[src/rtl/bfly_pkg.sv]
package bfly_pkg;
    typedef enum logic [1:0] {
        MODE_BFLY    = 2'd0,
        MODE_REPLICA = 2'd1,
        MODE_FWD     = 2'd2,
        MODE_RSV     = 2'd3
    } mode_e;

    typedef enum logic [1:0] {
        ST_IDLE   = 2'd0,
        ST_FIRST  = 2'd1,
        ST_SECOND = 2'd2,
        ST_DONE   = 2'd3
    } state_e;

    typedef struct packed {
        logic alpha_wr;
        logic alpha_rd;
        logic beta_wr;
        logic beta_rd;
        logic fwd_ext;
        logic bwd_ext;
    } en_t;
endpackage

[src/rtl/bfly_ctrl.sv]
module bfly_ctrl
    import bfly_pkg::*;
#(
    parameter int MAX_N = 64,
    localparam int AW = (MAX_N > 1) ? $clog2(MAX_N) : 1,
    localparam int LW = $clog2(MAX_N + 1)
) (
    input  logic          clk,
    input  logic          rst_n,
    input  logic          start,
    input  logic [LW-1:0] len,
    input  logic [1:0]    mode,
    output state_e        st,
    output logic [AW-1:0] step,
    output logic [LW-1:0] n_len,
    output logic [LW-1:0] h_len,
    output mode_e         mode_q,
    output logic          last
);
    localparam logic [LW-1:0] LEN_MAX = LW'(MAX_N);

    state_e        st_q, st_d;
    logic [AW-1:0] t_q, t_d;
    logic [LW-1:0] n_q, n_d, h_q, h_d;
    mode_e         m_q, m_d;
    logic [LW-1:0] len_eff;
    logic          accept;

    assign len_eff = (len > LEN_MAX) ? LEN_MAX : len;
    assign accept  = ((st_q == ST_IDLE) || (st_q == ST_DONE)) && start && (len != '0);
    assign last    = (st_q == ST_SECOND) && (LW'(t_q) == n_q - LW'(1));

    always_comb begin
        st_d = st_q;
        t_d  = t_q;
        n_d  = n_q;
        h_d  = h_q;
        m_d  = m_q;
        unique case (st_q)
            ST_IDLE, ST_DONE: begin
                if (accept) begin
                    n_d  = len_eff;
                    h_d  = len_eff >> 1;
                    m_d  = mode_e'(mode);
                    t_d  = '0;
                    st_d = ((len_eff >> 1) == '0) ? ST_SECOND : ST_FIRST;
                end else begin
                    st_d = ST_IDLE;
                end
            end
            ST_FIRST: begin
                t_d = t_q + AW'(1);
                if (LW'(t_q) + LW'(1) == h_q) st_d = ST_SECOND;
            end
            ST_SECOND: begin
                if (last) st_d = ST_DONE;
                else      t_d  = t_q + AW'(1);
            end
            default: st_d = ST_IDLE;
        endcase
    end

    always_ff @(posedge clk or negedge rst_n) begin
        if (!rst_n) begin
            st_q <= ST_IDLE;
            t_q  <= '0;
            n_q  <= '0;
            h_q  <= '0;
            m_q  <= MODE_BFLY;
        end else begin
            st_q <= st_d;
            t_q  <= t_d;
            n_q  <= n_d;
            h_q  <= h_d;
            m_q  <= m_d;
        end
    end

    assign st     = st_q;
    assign step   = t_q;
    assign n_len  = n_q;
    assign h_len  = h_q;
    assign mode_q = m_q;

    // configuration of a running pass stays fixed
    a_r9_cfg_held: assert property (@(posedge clk) disable iff (!rst_n)
        ((st_q == ST_FIRST) || (st_q == ST_SECOND)) && !last
        |=> $stable(n_q) && $stable(m_q));

    // one symbol per cycle while running
    a_r1_step_advance: assert property (@(posedge clk) disable iff (!rst_n)
        ((st_q == ST_FIRST) || (st_q == ST_SECOND)) && !last
        |=> t_q == $past(t_q) + AW'(1));

    // completion state lasts one cycle
    a_r8_done_single: assert property (@(posedge clk) disable iff (!rst_n)
        (st_q == ST_DONE) |=> (st_q != ST_DONE));

    // a running pass never has zero length
    a_r1_len_nonzero: assert property (@(posedge clk) disable iff (!rst_n)
        (st_q == ST_FIRST || st_q == ST_SECOND) |-> (n_q != '0));
endmodule

[src/rtl/bfly_addr.sv]
module bfly_addr #(
    parameter int MAX_N = 64,
    localparam int AW    = (MAX_N > 1) ? $clog2(MAX_N) : 1,
    localparam int LW    = $clog2(MAX_N + 1),
    localparam int DEPTH = (MAX_N + 1) / 2,
    localparam int SW    = (DEPTH > 1) ? $clog2(DEPTH) : 1
) (
    input  logic [AW-1:0] step,
    input  logic [LW-1:0] n_len,
    input  logic [LW-1:0] h_len,
    output logic [AW-1:0] f_addr,
    output logic [AW-1:0] b_addr,
    output logic [SW-1:0] slot,
    output logic          first_half,
    output logic          middle,
    output logic          b_low
);
    logic [LW-1:0] t_w, b_w;

    always_comb begin
        t_w        = LW'(step);
        b_w        = n_len - LW'(1) - t_w;
        f_addr     = step;
        b_addr     = AW'(b_w);
        first_half = (t_w < h_len);
        middle     = n_len[0] && (t_w == h_len);
        b_low      = (b_w < h_len);
        slot       = first_half ? SW'(t_w) : SW'(b_w);
    end
endmodule

[src/rtl/bfly_enables.sv]
module bfly_enables
    import bfly_pkg::*;
(
    input  logic  run,
    input  mode_e mode_q,
    input  logic  first_half,
    input  logic  middle,
    input  logic  b_low,
    output en_t   en
);
    always_comb begin
        en = '0;
        if (run) begin
            unique case (mode_q)
                MODE_REPLICA: begin
                    en.alpha_wr = !middle;
                    en.alpha_rd = !middle;
                    en.beta_wr  = !middle;
                    en.beta_rd  = !middle;
                    en.fwd_ext  = 1'b1;
                    en.bwd_ext  = 1'b1;
                end
                MODE_FWD: begin
                    en.beta_wr = !middle;
                    en.beta_rd = !middle;
                    en.fwd_ext = 1'b1;
                end
                default: begin
                    en.alpha_wr = first_half;
                    en.beta_wr  = first_half;
                    en.alpha_rd = !first_half && !middle;
                    en.beta_rd  = !first_half && !middle;
                    en.fwd_ext  = !first_half;
                    en.bwd_ext  = !first_half && b_low;
                end
            endcase
        end
    end
endmodule

[src/rtl/bfly_sched_seq.sv]
module bfly_sched_seq
    import bfly_pkg::*;
#(
    parameter int MAX_N = 64,
    localparam int AW    = (MAX_N > 1) ? $clog2(MAX_N) : 1,
    localparam int LW    = $clog2(MAX_N + 1),
    localparam int DEPTH = (MAX_N + 1) / 2,
    localparam int SW    = (DEPTH > 1) ? $clog2(DEPTH) : 1
) (
    input  logic          clk,
    input  logic          rst_n,
    input  logic          start,
    input  logic [LW-1:0] sub_len,
    input  logic [1:0]    sched_mode,
    output logic          busy,
    output logic          done,
    output logic          fwd_start,
    output logic          bwd_start,
    output logic [AW-1:0] fwd_addr,
    output logic [AW-1:0] bwd_addr,
    output logic [SW-1:0] sm_slot,
    output logic          alpha_wr,
    output logic          alpha_rd,
    output logic          beta_wr,
    output logic          beta_rd,
    output logic          fwd_ext_en,
    output logic          bwd_ext_en
);
    state_e        st;
    logic [AW-1:0] step, f_a, b_a;
    logic [LW-1:0] n_len, h_len;
    mode_e         mode_q;
    logic          last, first_half, middle, b_low, run;
    logic [SW-1:0] slot;
    en_t           en;

    bfly_ctrl #(.MAX_N(MAX_N)) u_ctrl (
        .clk(clk), .rst_n(rst_n), .start(start), .len(sub_len), .mode(sched_mode),
        .st(st), .step(step), .n_len(n_len), .h_len(h_len), .mode_q(mode_q), .last(last)
    );

    bfly_addr #(.MAX_N(MAX_N)) u_addr (
        .step(step), .n_len(n_len), .h_len(h_len),
        .f_addr(f_a), .b_addr(b_a), .slot(slot),
        .first_half(first_half), .middle(middle), .b_low(b_low)
    );

    assign run = (st == ST_FIRST) || (st == ST_SECOND);

    bfly_enables u_en (
        .run(run), .mode_q(mode_q), .first_half(first_half),
        .middle(middle), .b_low(b_low), .en(en)
    );

    always_comb begin
        busy       = run;
        done       = (st == ST_DONE);
        fwd_start  = run && (step == '0);
        bwd_start  = run && (step == '0);
        fwd_addr   = run ? f_a  : '0;
        bwd_addr   = run ? b_a  : '0;
        sm_slot    = run ? slot : '0;
        alpha_wr   = en.alpha_wr;
        alpha_rd   = en.alpha_rd;
        beta_wr    = en.beta_wr;
        beta_rd    = en.beta_rd;
        fwd_ext_en = en.fwd_ext;
        bwd_ext_en = en.bwd_ext;
    end

    // nothing is enabled outside a pass
    a_r10_idle_quiet: assert property (@(posedge clk) disable iff (!rst_n)
        !busy |-> !(alpha_wr || alpha_rd || beta_wr || beta_rd || fwd_ext_en || bwd_ext_en));

    // completion pulse never overlaps a pass
    a_r8_done_not_busy: assert property (@(posedge clk) disable iff (!rst_n)
        done |-> !busy);

    // middle symbol touches no memory
    a_r5_middle_quiet: assert property (@(posedge clk) disable iff (!rst_n)
        busy && (fwd_addr == bwd_addr) |-> !(alpha_wr || alpha_rd || beta_wr || beta_rd));

    // start pulses coincide with the first symbol
    a_r2_start_first: assert property (@(posedge clk) disable iff (!rst_n)
        fwd_start |-> (fwd_addr == '0) && bwd_start);

    // forward-only schedule never uses the alpha bank or backward extrinsics
    a_r7_fwd_only: assert property (@(posedge clk) disable iff (!rst_n)
        busy && (mode_q == MODE_FWD) |-> !(alpha_wr || alpha_rd || bwd_ext_en));

    // the recursions move toward each other
    a_r1_converge: assert property (@(posedge clk) disable iff (!rst_n)
        busy && $past(busy) && !$past(done) && (fwd_addr != '0)
        |-> bwd_addr == $past(bwd_addr) - AW'(1));
endmodule

[config.mk]
export PLATFORM = sky130hd
export DESIGN_NAME = bfly_sched_seq
export DESIGN_NICKNAME = d
export VERILOG_FILES = /design/src/rtl/bfly_pkg.sv /design/src/rtl/bfly_ctrl.sv /design/src/rtl/bfly_addr.sv /design/src/rtl/bfly_enables.sv /design/src/rtl/bfly_sched_seq.sv
export SDC_FILE = /design/constraint.sdc
export NUM_CORES = 1
export LEC_CHECK = 0
export CORE_UTILIZATION = 40
export CTS_CLUSTER_SIZE = 24
export DETAILED_ROUTE_END_ITERATION = 10
export GPL_TIMING_DRIVEN = 0
export PLACE_DENSITY = 0.61
export SLEW_MARGIN = 20
export SYNTH_ARGS = -nofsm -noshare
export SYNTH_HDL_FRONTEND = slang
export SYNTH_SLANG_ARGS = --single-unit
[constraint.sdc]
create_clock -name clk -period 4.5 [get_ports clk]
set_input_delay 0.9 -clock clk [delete_from_list [all_inputs] [get_ports clk]]
set_output_delay 0.9 -clock clk [all_outputs]
set_load 0.03 [all_outputs]
# Word level (Yosys, flattened, before mapping)
# Index checks and enable logic that the tools add are counted.
# W data, S select, Z words.
dict set report totals {
  regBits 23
}
dict set report classes {
  n_eq_ne 12
  n_reduce_logical 20
  n_lt_le_gt_ge 3
  n_addsub 4
  muxes 17
}
# operator count
set ops {}
lappend ops {{$mux W6} 5}
lappend ops {{$pmux W6 S3} 1}
lappend ops {{$mux W5} 2}
lappend ops {{$mux W2} 4}
lappend ops {{$add A6 B1 Y7 const B} 1}
lappend ops {{$eq A6 B7 Y1} 1}
lappend ops {{$eq A7 B6 Y1} 1}
lappend ops {{$gt A7 B7 Y1 const B} 1}
lappend ops {{$logic_and A1 B1 Y1} 7}
lappend ops {{$logic_not A7 Y1} 1}
lappend ops {{$lt A7 B6 Y1} 1}
lappend ops {{$mux W7} 1}
lappend ops {{$reduce_bool A7 Y1} 1}
lappend ops {{$sub A7 B1 Y7 const B} 1}
lappend ops {{$sub A7 B6 Y7} 1}
lappend ops {{$add A6 B1 Y6 const B} 1}
lappend ops {{$eq A2 B2 Y1 const B} 3}
lappend ops {{$eq A6 B6 Y1} 1}
lappend ops {{$logic_not A6 Y1} 1}
lappend ops {{$lt A6 B6 Y1} 1}
lappend ops {{$pmux W2 S3} 1}
lappend ops {{$reduce_and A2 Y1} 3}
lappend ops {{$eq A2 B1 Y1 const B} 2}
lappend ops {{$ne A2 B1 Y1 const B} 2}
lappend ops {{8 further kinds} 12}

# Depth between registers and ports, before layout
dict set report depth {
  ltp_word 6
  ltp_mapped 13
  depth_no_buf 13
}

# Cells and area by module
# A second synthesis with hierarchy kept.
dict set report hier_totals {
  hier_cells 274
  hier_area_um2 2272.2
}
# mod cells_each n_inst area_each_um2 seq_area_each_um2
set by_module_without_submodules {}
lappend by_module_without_submodules {bfly_ctrl 149 1 1331.3 425.4}
lappend by_module_without_submodules {bfly_addr 86 1 669.4 0.0}
lappend by_module_without_submodules {bfly_sched_seq 22 1 161.4 0.0}
lappend by_module_without_submodules {bfly_enables 17 1 110.1 0.0}

# Worst setup path before layout
# OpenSTA, ideal clock, no wires.
dict set report synth_timing {
  path_type {reg2out}
  from {reg u_ctrl.n_q[0] (netlist: u_ctrl.n_len[0])}
  to {out bwd_ext_en}
  arrival_ps 3030
  required_time_ps 3600
  stages_incl_launch_ff 14
  path_slack_ps 570
  path_cell_list {dfrtp_1 -> inv_1 -> ha_1 -> inv_1 -> ha_1 -> a21o_1 -> a21o_1 -> a21o_1 -> a21oi_1 -> xnor2_1 -> ha_1 -> o21ai_0 -> o21ai_0 -> o32ai_1}
}
dict set report synth_between {
  elab_chain_len 6
}
# item line
set synth_rtl {}
lappend synth_rtl {{start: declaration} bfly_ctrl.sv:24} ;# logic [LW-1:0] n_q, n_d, h_q, h_d;
lappend synth_rtl {{start signal: assignment} bfly_ctrl.sv:73} ;# n_q <= n_d;
lappend synth_rtl {{$sub A7 B1 Y7} bfly_addr.sv:22} ;# b_w = n_len - LW'(1) - t_w;
lappend synth_rtl {{$sub A7 B6 Y7} bfly_addr.sv:22}
lappend synth_rtl {{$lt A7 B6 Y1} bfly_addr.sv:27} ;# b_low = (b_w < h_len);
lappend synth_rtl {{$logic_and A1 B1 Y1} bfly_enables.sv:34} ;# en.bwd_ext = !first_half && b_low;
lappend synth_rtl {{$pmux W1 S2} bfly_enables.sv:14} ;# unique case (mode_q)
lappend synth_rtl {{$mux W6} bfly_enables.sv:13} ;# if (run) begin
lappend synth_rtl {{end: declaration} bfly_sched_seq.sv:27} ;# output logic bwd_ext_en
# Every way passes these cells.

# Worst setup path in the final report
# Ends and elaborated chain as after synthesis.

==> flow_metrics.tcl <==
set metrics [dict create \
    outcome "complete, no violations" \
    fin_skew_ns 0.00126 \
    drtAntennaViolNets 0 \
    cts_made_buffers 3 \
    grt_pass1_wl_mm 7.78 \
    wl_mm 4.68 \
    avgSynthCellArea_um2 8.54 \
    reg2reg_depth 10 \
    hold_violations 0 \
    drive_above_1_share_pct 11.2 \
    row_count 24 \
    final.setup.tns_ns 0 \
    antenna_found_initial 0 \
    die_x_um 71.5 \
    relSlewSlack_pct 46.5 \
    htreeDepth 1 \
    synth-seq-cells 17 \
    grt_usage_pct 19.7 \
    grt_max_degree 18 \
    synthToLayoutAreaGrowth_pct 25.4 \
    maxCapViolCount 0 \
    ff2ff_setup_slack_ns 1.93 \
    startpoint_type "flop" \
    grtUsageMet3_pct 2.95 \
    gp_congestion 0.851 \
    hold_path.class "flop to flop" \
    vias_per_cell 5.26 \
    cts_root_buffer "clkbuf_8" \
    grt_use_met2_pct 34.7 \
    worstPathArrival_ns 3.36 \
    start_util_pct 42.8 \
    path_max_fanout 5 \
    crit_path_end_kind "output port" \
    ys_seq_area_share_pct 22.0 \
    tritoncts "built" \
    dieArea_mm2 0.00511 \
    n_antenna_cell 0 \
    cts_buffer_depth 2 \
    setup_violations 0 \
    ctsHoldBuffers 0 \
    cts.sinks 17 \
    rsz0062_at_grt "no" \
    syn_nets 263 \
    detailed_place_hpwl_mm 3.81 \
    synth_warnings 0 \
    gr-total-overflow 0 \
    clk_pin_slew_ns 0.07 \
    core_mm2 0.00450 \
    min_period_over_period_pct 94.7 \
    die-height_um 71.5 \
    fmax_mhz 235 \
    num_vias 1682 \
    ios 39 \
    synthDistinctLibCells 45 \
    criticalPathCategory "flop to output port" \
    numPortBuffers 38 \
    grt_busiest_layer "met2" \
    drtPass1Iterations 4 \
    hold-path-cell-count 1 \
    layout.nets 306 \
    slew_viol_final 0 \
    grt_pass1_vias 1661 \
    clkLatencyLatePin_ns 0.25 \
    crit_required_ns 3.60 \
    post-route-drc-count 0 \
    synth_cells 226 \
    routedWlPerCell_um 14.6 \
    post-route-min-period_ns 4.26 \
    fillers 460 \
    use_met1_pct 24.4 \
    drt-initial-drc-count 43 \
    worst_slew_pin_slew_ns 0.800 \
    synthesis.area_mm2 0.00193 \
]
[logic make-up after synthesis]
| logic type | share of synthesized area [%] |
|---|---|
| compound gates | 17.4 |
| xor+xnor | 7.78 |
| fa+ha+maj | 16.6 |
| buf+inv | 8.11 |
| flops | 22.0 |
| mux | 6.35 |
| simple gates | 21.7 |
[Yosys cell counts (all sizes together)]
cell type | n | area share (%)
ha | 24 | 16
nor2 | 22 | 4.7
inv | 21 | 4.1
dfrtp | 17 | 22
nand2 | 17 | 3.4
o21ai | 17 | 4.4
nand2b | 11 | 3.6
xnor2 | 9 | 5.1
buf | 8 | 3.4
a21o | 7 | 3.1
a21oi | 7 | 1.8
mux2 | 7 | 4.3
nand3 | 6 | 1.6
xor2 | 6 | 2.7
a22o | 5 | 2.3
a211oi | 4 | 2.2
and2 | 4 | 1.3
and3 | 4 | 1.4
mux2i | 4 | 2.1
nor3 | 4 | 1.0
clkbuf | 3 | 0.58
nand4 | 3 | 1.8
nor4 | 3 | 0.97
or2 | 3 | 0.97
nor2b | 2 | 0.65
a221oi | 1 | 1.4
fa | 1 | 1.0
nand3b | 1 | 0.39
o211ai | 1 | 0.39
o21bai | 1 | 0.39
o311a | 1 | 0.52
o32a | 1 | 0.52
o32ai | 1 | 0.45
[cell type report]
cell class / instances / area [um^2] / area share [%]
plain buffers: 11 / 77.6 / 3.21
flip-flops and latches: 17 / 425 / 17.6
well taps: 52 / 65.1 / 2.69
inverters: 21 / 78.8 / 3.26
repair buffers: 38 / 379 / 15.7
multi-input cells: 177 / 1350 / 55.7
clock buffers: 4 / 45.0 / 1.86
[layout by cell type, fill, tap and decap left out, drive strengths merged, types with 2 or more instances in the layout]
cell type and count:
clkdlybuf4s50 37, ha 24, nor2 22, inv 21, dfrtp 17, nand2 17
o21ai 17, nand2b 11, xnor2 9, buf 8, a21oi 7, a21o 7
mux2 7, clkbuf 7, nand3 6, xor2 6, a22o 5, and2 4
nor3 4, mux2i 4, and3 4, a211oi 4, nor4 3, or2 3
nand4 3, nor2b 2
[flip-flops by register name, indices dropped and copies added (netlist names)]
| register | flops |
|---|---|
| u_ctrl.mode_q | 2 |
| u_ctrl.st | 2 |
| u_ctrl.step | 6 |
| u_ctrl.n_len | 7 |
[metal layers]
metal | vias to the layer above | wire length (um) | part of all wire (%)
li1 | 863 | - | -
met1 | 762 | 2170 | 46
met2 | 51 | 2290 | 49
met3 | 6 | 190 | 4.1
met4 | 0 | 36 | 0.77
met5 | - | 0 | 0
[timing repair]
item,4_1_cts,5_1_grt
hold endpoints to repair,0,0
setup buffers,0,0
endpoints found under the setup margin,1,0
gates resized for setup,1,0
[through the flow]
stage | instances | utilization (%) | worst slack, ns | hold slack [ns] | cell area, um^2
floorplan | 226 | - | 0.570 | 0.479 | 1930
global placement | 316 | 52.7 | 0.224 | 0.498 | 2370
detailed placement | 316 | 52.7 | 0.206 | 0.502 | 2370
CTS | 320 | 53.7 | 0.226 | 0.518 | 2420
global route | 320 | 53.7 | 0.00797 | 0.536 | 2420
finish | 320 | 53.7 | 0.240 | 0.513 | 2420
[worst max-delay path, cell delays in order, from the launching register on]
cell,delay (ns)
dfrtp_1,0.44
inv_1,0.07
ha_1,0.28
inv_1,0.10
ha_1,0.25
a21o_1,0.16
a21o_1,0.19
a21o_1,0.17
a21oi_1,0.22
xnor2_1,0.16
ha_1,0.24
o21ai_0,0.08
o21ai_0,0.09
o32ai_1,0.22
dlygate4sd2_1,0.43
[final timing paths]
check                                 start               end
setup / recovery            u_ctrl.n_len[0]        bwd_ext_en
hold / removal             u_ctrl.mode_q[1]  u_ctrl.mode_q[1]
setup reg to reg            u_ctrl.n_len[2]      u_ctrl.st[1]
hold reg to reg            u_ctrl.mode_q[1]  u_ctrl.mode_q[1]
max in group asynchronous             rst_n  u_ctrl.mode_q[1]
min in group asynchronous             rst_n    u_ctrl.step[0]
Power is not shown: default switching activity piles up to over one toggle a cycle in this logic, so the estimate is an artifact.
